<file path="config.mk">
export PLATFORM = sky130hd
export DESIGN_NAME = flash_bufprog
export DESIGN_NICKNAME = d
export VERILOG_FILES = /design/src/rtl/fbp_pkg.sv /design/src/rtl/fbp_packer.sv /design/src/rtl/fbp_poller.sv /design/src/rtl/flash_bufprog.sv
export SDC_FILE = /design/constraint.sdc
export NUM_CORES = 1
export LEC_CHECK = 0
export ABC_AREA = 1
export BUFFER_PORTS_ARGS = -buffer_cell sky130_fd_sc_hd__buf_2
export CORE_AREA = 2 2 179 181
export DETAILED_ROUTE_END_ITERATION = 6
export DIE_AREA = 0 0 181 183
export GPL_ROUTABILITY_DRIVEN = 1
export PLACE_DENSITY_LB_ADDON = 0.2
export SLEW_MARGIN = 20
export SYNTH_ARGS = -nofsm -noshare
export SYNTH_HDL_FRONTEND = slang
export SYNTH_HIERARCHICAL = 1
export SYNTH_SLANG_ARGS = --single-unit
export TNS_END_PERCENT = 1
</file>
<file path="constraint.sdc">
create_clock -name clk_i -period 2.6 [get_ports clk_i]
set_input_delay 0.26 -clock clk_i [delete_from_list [all_inputs] [get_ports clk_i]]
set_output_delay 0.26 -clock clk_i [all_outputs]
set_load 0.01 [all_outputs]
</file>
<file path="src/rtl/fbp_pkg.sv">
package fbp_pkg;

  typedef enum logic [4:0] {
    S_IDLE, S_SRCMD, S_SRRD, S_SRCHK, S_CLR50, S_CLR70, S_SETUP, S_XWAIT,
    S_NR70, S_NRRD, S_NRCHK, S_NR50, S_NR70B, S_COUNT, S_DATA, S_WORD,
    S_CONF, S_PWAIT, S_TO70, S_E50, S_E70
  } fbp_state_e;

  localparam logic [2:0] RC_OK       = 3'd0;
  localparam logic [2:0] RC_NOTREADY = 3'd1;
  localparam logic [2:0] RC_TIMEOUT  = 3'd2;
  localparam logic [2:0] RC_LOCKED   = 3'd3;
  localparam logic [2:0] RC_VOLTAGE  = 3'd4;
  localparam logic [2:0] RC_PGMFAIL  = 3'd5;
  localparam logic [2:0] RC_BADLEN   = 3'd6;

  localparam logic [7:0] OP_RDSR      = 8'h70;
  localparam logic [7:0] OP_CLRSR     = 8'h50;
  localparam logic [7:0] OP_SETUP     = 8'hE8;
  localparam logic [7:0] OP_SETUP_ALT = 8'hE9;
  localparam logic [7:0] OP_CONFIRM   = 8'hD0;

  localparam logic [7:0] M_STALE = 8'h30;
  localparam logic [7:0] M_ERR   = 8'h1A;

  function automatic logic [2:0] fbp_decode(input logic [7:0] sr);
    if (sr[1])      return RC_LOCKED;
    else if (sr[3]) return RC_VOLTAGE;
    else            return RC_PGMFAIL;
  endfunction

endpackage

</file>
<file path="src/rtl/fbp_packer.sv">
module fbp_packer #(
  parameter int DQ_W  = 16,
  parameter int WA_W  = 23,
  parameter int LEN_W = 6,
  localparam int LANES = DQ_W / 8,
  localparam int LB    = $clog2(LANES)
) (
  input  logic             clk_i,
  input  logic             rst_ni,
  input  logic             load_i,
  input  logic [LB-1:0]    lane_i,
  input  logic [LEN_W-1:0] len_i,
  input  logic [WA_W-1:0]  wadr_i,
  input  logic             take_i,
  input  logic [7:0]       byte_i,
  input  logic             adv_i,
  output logic [DQ_W-1:0]  word_o,
  output logic [WA_W-1:0]  wadr_o,
  output logic             last_o,
  output logic             empty_o
);

  logic [7:0]       lane_b [LANES];
  logic [LB-1:0]    lane_q;
  logic [LEN_W-1:0] rem_q;
  logic [WA_W-1:0]  wadr_q;

  always_ff @(posedge clk_i or negedge rst_ni) begin
    if (!rst_ni) begin
      lane_q <= '0;
      rem_q  <= '0;
      wadr_q <= '0;
      for (int l = 0; l < LANES; l++) lane_b[l] <= 8'hFF;
    end else if (load_i) begin
      lane_q <= lane_i;
      rem_q  <= len_i;
      wadr_q <= wadr_i;
      for (int l = 0; l < LANES; l++) lane_b[l] <= 8'hFF;
    end else if (adv_i) begin
      lane_q <= '0;
      wadr_q <= wadr_q + 1'b1;
      for (int l = 0; l < LANES; l++) lane_b[l] <= 8'hFF;
    end else if (take_i) begin
      for (int l = 0; l < LANES; l++)
        if (lane_q == LB'(l)) lane_b[l] <= byte_i;
      lane_q <= lane_q + 1'b1;
      rem_q  <= rem_q - 1'b1;
    end
  end

  for (genvar g = 0; g < LANES; g++) begin : g_lane
    assign word_o[g*8 +: 8] = lane_b[g];
  end

  assign wadr_o  = wadr_q;
  assign last_o  = (lane_q == LB'(LANES - 1)) || (rem_q == LEN_W'(1));
  assign empty_o = (rem_q == '0);

  p_take_nonempty_r7: assert property (@(posedge clk_i) disable iff (!rst_ni)
    take_i |-> !empty_o);

  p_wadr_step_r7: assert property (@(posedge clk_i) disable iff (!rst_ni)
    adv_i && !load_i |=> wadr_o == $past(wadr_o) + 1'b1);

endmodule

</file>
<file path="src/rtl/fbp_poller.sv">
module fbp_poller #(
  parameter int POLL_DIV = 4,
  localparam int DIV_W = (POLL_DIV > 1) ? $clog2(POLL_DIV) : 1
) (
  input  logic        clk_i,
  input  logic        rst_ni,
  input  logic        clr_i,
  input  logic        run_i,
  input  logic [31:0] limit_i,
  output logic        rd_o,
  output logic        smp_o,
  output logic        expired_o
);

  logic [DIV_W-1:0] div_q;
  logic [31:0]      cyc_q;
  logic             smp_q;

  always_ff @(posedge clk_i or negedge rst_ni) begin
    if (!rst_ni) begin
      div_q <= '0;
      cyc_q <= '0;
      smp_q <= 1'b0;
    end else if (clr_i) begin
      div_q <= '0;
      cyc_q <= '0;
      smp_q <= 1'b0;
    end else if (run_i) begin
      div_q <= (div_q == DIV_W'(POLL_DIV - 1)) ? '0 : div_q + 1'b1;
      if (cyc_q != '1) cyc_q <= cyc_q + 1'b1;
      smp_q <= rd_o;
    end else begin
      smp_q <= 1'b0;
    end
  end

  assign rd_o      = run_i && (div_q == '0);
  assign smp_o     = smp_q;
  assign expired_o = (cyc_q >= limit_i);

  if (POLL_DIV > 1) begin : g_gap
    p_poll_gap_r12: assert property (@(posedge clk_i) disable iff (!rst_ni)
      rd_o && !clr_i |=> !rd_o);
  end

endmodule

</file>
<file path="src/rtl/flash_bufprog.sv">
module flash_bufprog
  import fbp_pkg::*;
#(
  parameter int ADDR_W       = 24,
  parameter int DQ_W         = 16,
  parameter int INTERLEAVE   = 1,
  parameter int BUF_EXP      = 5,
  parameter int POLL_DIV     = 4,
  parameter bit PERF_VARIANT = 1'b0,
  localparam int LANES     = DQ_W / 8,
  localparam int LB        = $clog2(LANES),
  localparam int BUF_BYTES = INTERLEAVE << BUF_EXP,
  localparam int BB_LOG    = $clog2(BUF_BYTES),
  localparam int LEN_W     = BB_LOG + 1,
  localparam int WA_W      = ADDR_W - LB
) (
  input  logic              clk_i,
  input  logic              rst_ni,
  input  logic              start_i,
  input  logic [ADDR_W-1:0] addr_i,
  input  logic [LEN_W-1:0]  len_i,
  input  logic [31:0]       timeout_i,
  input  logic              byte_valid_i,
  input  logic [7:0]        byte_i,
  output logic              byte_ready_o,
  output logic              busy_o,
  output logic              done_o,
  output logic [2:0]        code_o,
  output logic [WA_W-1:0]   fl_addr_o,
  output logic [DQ_W-1:0]   fl_dq_o,
  input  logic [DQ_W-1:0]   fl_dq_i,
  output logic              fl_we_o,
  output logic              fl_re_o
);

  localparam logic [7:0] SETUP_OP = PERF_VARIANT ? OP_SETUP_ALT : OP_SETUP;

  fbp_state_e state_q, nxt;
  logic [WA_W-1:0] cmd_q;
  logic [LEN_W:0]  cnt_q;
  logic [7:0]      stat_q;
  logic            smode_q, done_q;
  logic [2:0]      code_q;

  logic [7:0] sr;
  logic       unused_dq;
  assign sr        = fl_dq_i[7:0];
  assign unused_dq = ^fl_dq_i[DQ_W-1:8];

  // request decode
  logic [LEN_W:0]  span, tot, wm1;
  logic            bad_len;
  logic [WA_W-1:0] cmd_w;
  assign span    = (LEN_W+1)'(addr_i[BB_LOG-1:0]) + (LEN_W+1)'(len_i);
  assign bad_len = (len_i == '0) || (span > (LEN_W+1)'(BUF_BYTES));
  assign tot     = (LEN_W+1)'(addr_i[LB-1:0]) + (LEN_W+1)'(len_i) + (LEN_W+1)'(LANES - 1);
  assign wm1     = (tot >> LB) - 1'b1;
  assign cmd_w   = {addr_i[ADDR_W-1:BB_LOG], {(BB_LOG-LB){1'b0}}};

  logic            p_load, p_take, p_adv, p_last, p_empty;
  logic [DQ_W-1:0] p_word;
  logic [WA_W-1:0] p_wadr;

  fbp_packer #(.DQ_W(DQ_W), .WA_W(WA_W), .LEN_W(LEN_W)) u_pack (
    .clk_i, .rst_ni,
    .load_i (p_load),
    .lane_i (addr_i[LB-1:0]),
    .len_i  (len_i),
    .wadr_i (addr_i[ADDR_W-1:LB]),
    .take_i (p_take),
    .byte_i (byte_i),
    .adv_i  (p_adv),
    .word_o (p_word),
    .wadr_o (p_wadr),
    .last_o (p_last),
    .empty_o(p_empty)
  );

  logic t_clr, t_run, t_rd, t_smp, t_exp;

  fbp_poller #(.POLL_DIV(POLL_DIV)) u_poll (
    .clk_i, .rst_ni,
    .clr_i    (t_clr),
    .run_i    (t_run),
    .limit_i  (timeout_i),
    .rd_o     (t_rd),
    .smp_o    (t_smp),
    .expired_o(t_exp)
  );

  logic       fin, cap;
  logic [2:0] fcode;

  always_comb begin
    nxt          = state_q;
    fl_we_o      = 1'b0;
    fl_re_o      = 1'b0;
    fl_addr_o    = cmd_q;
    fl_dq_o      = '0;
    byte_ready_o = 1'b0;
    p_load       = 1'b0;
    p_take       = 1'b0;
    p_adv        = 1'b0;
    t_clr        = 1'b0;
    t_run        = 1'b0;
    fin          = 1'b0;
    fcode        = RC_OK;
    cap          = 1'b0;
    unique case (state_q)
      S_IDLE: if (start_i) begin
        if (bad_len) begin
          fin   = 1'b1;
          fcode = RC_BADLEN;
        end else begin
          p_load = 1'b1;
          nxt    = smode_q ? S_SRRD : S_SRCMD;
        end
      end
      S_SRCMD: begin fl_we_o = 1'b1; fl_dq_o = DQ_W'(OP_RDSR); nxt = S_SRRD; end
      S_SRRD:  begin fl_re_o = 1'b1; nxt = S_SRCHK; end
      S_SRCHK: nxt = ((sr & M_STALE) != '0) ? S_CLR50 : S_SETUP;
      S_CLR50: begin fl_we_o = 1'b1; fl_dq_o = DQ_W'(OP_CLRSR); nxt = S_CLR70; end
      S_CLR70: begin fl_we_o = 1'b1; fl_dq_o = DQ_W'(OP_RDSR); nxt = S_SETUP; end
      S_SETUP: begin
        fl_we_o = 1'b1; fl_dq_o = DQ_W'(SETUP_OP); t_clr = 1'b1; nxt = S_XWAIT;
      end
      S_XWAIT: begin
        t_run   = 1'b1;
        fl_re_o = t_rd;
        if (t_smp && sr[7]) nxt = S_COUNT;
        else if (t_exp)     nxt = S_NR70;
      end
      S_NR70:  begin fl_we_o = 1'b1; fl_dq_o = DQ_W'(OP_RDSR); nxt = S_NRRD; end
      S_NRRD:  begin fl_re_o = 1'b1; nxt = S_NRCHK; end
      S_NRCHK: nxt = S_NR50;
      S_NR50:  begin fl_we_o = 1'b1; fl_dq_o = DQ_W'(OP_CLRSR); nxt = S_NR70B; end
      S_NR70B: begin
        fl_we_o = 1'b1; fl_dq_o = DQ_W'(OP_RDSR);
        fin = 1'b1; fcode = RC_NOTREADY; nxt = S_IDLE;
      end
      S_COUNT: begin fl_we_o = 1'b1; fl_dq_o = DQ_W'(cnt_q); nxt = S_DATA; end
      S_DATA: begin
        byte_ready_o = 1'b1;
        if (byte_valid_i) begin
          p_take = 1'b1;
          if (p_last) nxt = S_WORD;
        end
      end
      S_WORD: begin
        fl_we_o   = 1'b1;
        fl_addr_o = p_wadr;
        fl_dq_o   = p_word;
        p_adv     = 1'b1;
        nxt       = p_empty ? S_CONF : S_DATA;
      end
      S_CONF: begin
        fl_we_o = 1'b1; fl_dq_o = DQ_W'(OP_CONFIRM); t_clr = 1'b1; nxt = S_PWAIT;
      end
      S_PWAIT: begin
        t_run   = 1'b1;
        fl_re_o = t_rd;
        if (t_smp && sr[7]) begin
          cap = 1'b1;
          if ((sr & M_ERR) != '0) nxt = S_E50;
          else begin fin = 1'b1; fcode = RC_OK; nxt = S_IDLE; end
        end else if (t_exp) nxt = S_TO70;
      end
      S_TO70: begin
        fl_we_o = 1'b1; fl_dq_o = DQ_W'(OP_RDSR);
        fin = 1'b1; fcode = RC_TIMEOUT; nxt = S_IDLE;
      end
      S_E50: begin fl_we_o = 1'b1; fl_dq_o = DQ_W'(OP_CLRSR); nxt = S_E70; end
      S_E70: begin
        fl_we_o = 1'b1; fl_dq_o = DQ_W'(OP_RDSR);
        fin = 1'b1; fcode = fbp_decode(stat_q); nxt = S_IDLE;
      end
      default: nxt = S_IDLE;
    endcase
  end

  always_ff @(posedge clk_i or negedge rst_ni) begin
    if (!rst_ni) begin
      state_q <= S_IDLE;
      cmd_q   <= '0;
      cnt_q   <= '0;
      stat_q  <= '0;
      smode_q <= 1'b0;
      done_q  <= 1'b0;
      code_q  <= RC_OK;
    end else begin
      state_q <= nxt;
      done_q  <= fin;
      if (fin) code_q <= fcode;
      if (fin && state_q != S_IDLE) smode_q <= 1'b1;
      if (p_load) begin
        cmd_q <= cmd_w;
        cnt_q <= wm1;
      end
      if (cap) stat_q <= sr;
    end
  end

  assign busy_o = (state_q != S_IDLE);
  assign done_o = done_q;
  assign code_o = code_q;

  p_strobe_excl_r12: assert property (@(posedge clk_i) disable iff (!rst_ni)
    !(fl_we_o && fl_re_o));

  p_reject_quiet_r11: assert property (@(posedge clk_i) disable iff (!rst_ni)
    state_q == S_IDLE && start_i && bad_len
    |=> done_o && code_o == RC_BADLEN && !fl_we_o && !fl_re_o);

  p_stale_clear_r3: assert property (@(posedge clk_i) disable iff (!rst_ni)
    state_q == S_SRCHK && (sr & M_STALE) != '0
    |=> fl_we_o && fl_dq_o == DQ_W'(OP_CLRSR));

  p_clr_then_sr_r10: assert property (@(posedge clk_i) disable iff (!rst_ni)
    fl_we_o && fl_dq_o == DQ_W'(OP_CLRSR) && state_q != S_WORD && state_q != S_COUNT
    |=> fl_we_o && fl_dq_o == DQ_W'(OP_RDSR));

  p_ok_clean_r8: assert property (@(posedge clk_i) disable iff (!rst_ni)
    done_o && code_o == RC_OK |-> (stat_q & M_ERR) == '0);

  p_timeout_sr_r9: assert property (@(posedge clk_i) disable iff (!rst_ni)
    state_q == S_PWAIT && t_exp && !(t_smp && sr[7])
    |=> fl_we_o && fl_dq_o == DQ_W'(OP_RDSR));

endmodule

</file>
==> impl_metrics.env <==
export IMPL_p_clk_share_pct=27.0
export IMPL_multiInputGateArea_mm2=0.00485
export IMPL_placementRows=65
export IMPL_timing_fmax_mhz=413
export IMPL_fin_crit_sh_pct=93.1
export IMPL_yosysTopAreaCell="dfrtp_1"
export IMPL_setup_viol=0
export IMPL_p_sw_w=0.00329
export IMPL_die_y_um=183
export IMPL_finalHoldViolCount=0
export IMPL_synth_edf_count=0
export IMPL_cts_made_buffers=17
export IMPL_start_util_pct=27.5
export IMPL_stdcell_area_mm2=0.0103
export IMPL_syn_nets=1392
export IMPL_seqCellArea_mm2=0.00300
export IMPL_critical_path_top_delay_family="buffers and inverters"
export IMPL_irDropWorstVdd_mv=0.475
export IMPL_path_depth=9
export IMPL_r2r_cells=11
export IMPL_vias_per_cell=4.55
export IMPL_netSwitchingFraction_pct=39.2
export IMPL_placed_cell_area_mm2=0.00972
export IMPL_worst_setup_path_type="register to output port"
export IMPL_worst_pin_slew_ps=465
export IMPL_postSynthAreaPerCell_um2=6.84
export IMPL_die_width_um=181
export IMPL_power_internal_w=0.00510
export IMPL_cts_reportedPaths_clkPinSlew_ps=50
export IMPL_fill_cells=3461
export IMPL_nets=1530
export IMPL_routed_via_count=8249
export IMPL_cts_tree="yes"
export IMPL_rsz0062_at_grt="yes"
export IMPL_wirelength_um=25300
export IMPL_cts_buffer_depth=2
export IMPL_final_max_slew_viol_count=0
export IMPL_wl_per_cell_um=13.9
export IMPL_drc=0
export IMPL_overflow=0
export IMPL_ant_nets=0
export IMPL_finalWorstPathRequiredPeriod_ps=2420
export IMPL_dp_hpwl_um=19300
export IMPL_p_leak_nw=5.15
export IMPL_p_per_area_mw_per_mm2=814
export IMPL_ys_top_cells_by_area="dfrtp_1, nand2_1, ha_1, nor2_1, inv_1"
export IMPL_async_reset_ff_share_pct=100
export IMPL_critPathMostFrequentCell="inv_2"
export IMPL_synth_top_cell_area_share_pct=30.0
export IMPL_maxCapViolations=0
export IMPL_cts_sinks=119
export IMPL_power_frac_seq_pct=37.3
export IMPL_rrSetupSlack_ps=470
export IMPL_syn2layout_area_growth_pct=20.0
export IMPL_grt_max_degree=48
export IMPL_max_slew_margin_pct=68.8
export IMPL_arrival_ps=2160
export IMPL_die_area_mm2=0.0331
export IMPL_drive_gt1_share_pct=18.1
export IMPL_status="finished clean"
export IMPL_yosysMostFrequentCell="nand2_1"
export IMPL_drtIter0Drc=475
export IMPL_crit_path_max_fanout=18
export IMPL_hp_class="primary input to register"
export IMPL_synth_area_mm2=0.00858
export IMPL_ys_ff_latch=119
export IMPL_synth_cell_types=51
export IMPL_cp_num_buf_inv=5
export IMPL_io_buffers=125
export IMPL_antenna_found_initial=6
export IMPL_grt_pass1_wl_um=42500
export IMPL_worstSetupStartpointType="register"
export IMPL_clock_latency_ps=420
export IMPL_worstHoldPathCells=3
export IMPL_crit_required_ps=2340
export IMPL_synth_ff_type="dfrtp_1"
export IMPL_finalClockSkew_ps=10.6
export IMPL_total_power_w=0.00839
export IMPL_yosys_warnings=6
export IMPL_path_cells="inv_2 > nand3_1 > inv_2 > nand2_2 > inv_2 > buf_12 > a21oi_1 > o211ai_1 > buf_2"
export IMPL_place_gp_congestion=0.874
export IMPL_io_pins=137
export IMPL_slowest_stage="dfrtp_2"
export IMPL_dr_pass1_iters=7
export IMPL_synth_common_cells="nand2_1, nor2_1, inv_1"
export IMPL_ys_seq_area_share_pct=34.9
export IMPL_end_kind="output port"
export IMPL_cts_max_level=4
export IMPL_max_stage_delay_ps=440
export IMPL_cts_root_buf="clkbuf_16"
export IMPL_p_comb_share_pct=35.7
export IMPL_grt_pass1_vias=8110
export IMPL_track_usage_pct=16.0
export IMPL_core_area_mm2=0.0312
export IMPL_syn_inst=1255
-- registers in the layout, summed over array words and instances (netlist names) --
signal / flops
cnt_q: 7
u_pack/lane_q: 1
u_pack/wadr_o: 23
u_poll/div_q: 2
u_poll/smp_o: 1
smode_q: 1
stat_q: 2
u_poll/cyc_q: 32
u_pack/rem_q: 6
u_pack/word_o: 16
done_o: 1
state_q: 5
code_o: 3
cmd_q: 19
-- cell usage in the layout, fill, tap and decap left out, types with 6 or more instances in the layout --
cell	Yosys	layout
nand2_2	7	7
nor2_2	13	13
or2_2	9	9
o211ai_1	9	9
o21ai_1	9	8
a21oi_1	44	44
nor2_4	6	6
o21ai_0	54	54
xor2_1	13	13
xnor2_1	11	11
nor2_1	137	137
clkinv_2	0	6
clkbuf_16	0	17
dfrtp_1	103	101
buf_4	1	20
buf_2	10	124
nand3_1	82	82
dfstp_2	16	16
ha_1	46	46
a22oi_1	14	14
nand4_1	12	12
inv_1	129	129
inv_2	9	9
nand2_1	452	452
-- layout make-up --
cell class              instances  share of cell area [%]
diodes                          4                  0.0971
clock buffers                  23                    4.64
well taps                     402                    4.88
multi-input cells             966                    47.1
repair buffers                149                    8.35
clock inverters                 9                   0.729
inverters                     140                    5.12
flip-flops and latches        119                    29.1
-- path summary, 6_finish.rpt --
path,start,end
setup / recovery,state_q[4],fl_dq_o[5]
min in group asynchronous,rst_ni,code_o[2]
hold reg to reg,cmd_q[17],cmd_q[17]
hold / removal,addr_i[15],cmd_q[14]
max in group asynchronous,rst_ni,u_pack/word_o[11]
setup reg to reg,state_q[1],u_pack/rem_q[4]
-- per-layer routing --
metal	global-route usage [%]	vias up	routed length, um
met5	0	-	26
met4	4.13	4	285
met3	3.38	22	1120
met2	25.9	147	11400
met1	21.8	3781	12400
li1	-	4295	-
-- cells by family (layout without fill, tap and decap cells) --
family,Yosys count,after routing,share of synthesized area (%)
buffers and inverters,170,321,8.72
DFF,119,119,34.9
adders and majority gates,47,47,6.94
muxes,2,2,0.248
and+or+nand+nor,738,738,36.1
other,0,4,0
xor gates and xnor gates,24,24,2.45
AOI/OAI and AO/OA,155,155,10.6
-- power by group through the flow --
| stage | combinational (W) | sequential (W) | clock (W) |
|---|---|---|---|
| floorplan | 0.00218 | 0.00300 | 0 |
| global placement | 0.00298 | 0.00314 | 0 |
| detailed placement | 0.00300 | 0.00314 | 0 |
| CTS | 0.00302 | 0.00312 | 0.00235 |
| global route | 0.00347 | 0.00323 | 0.00243 |
| finish | 0.00300 | 0.00313 | 0.00227 |
-- tightest hold or removal path, stage by stage --
cell and delay (ps):
buf_2 90, nand2_1 40, nand2_1 50
-- metrics by stage --
step                      TNS (ps)  hold slack, ps  setup slack (ps)  utilization, %  std cells
after floorplan                  0           -35.6               226               -       1255
after global placement           0             179              91.0            31.1       1775
after detailed placement         0             180              88.9            31.1       1775
after CTS                        0            30.9               112            32.9       1808
after global routing         -9.74            41.0             -9.74            33.0       1808
final                            0            52.5               180            33.0       1812
-- what timing repair did --
item | CTS | global route
setup buffers | 0 | 0
resized for setup | 0 | 4
setup endpoints to repair | 0 | 7
hold buffers | 1 | 0
endpoints found under the hold margin | 14 | 0
Power figures use the tool's default switching activity.
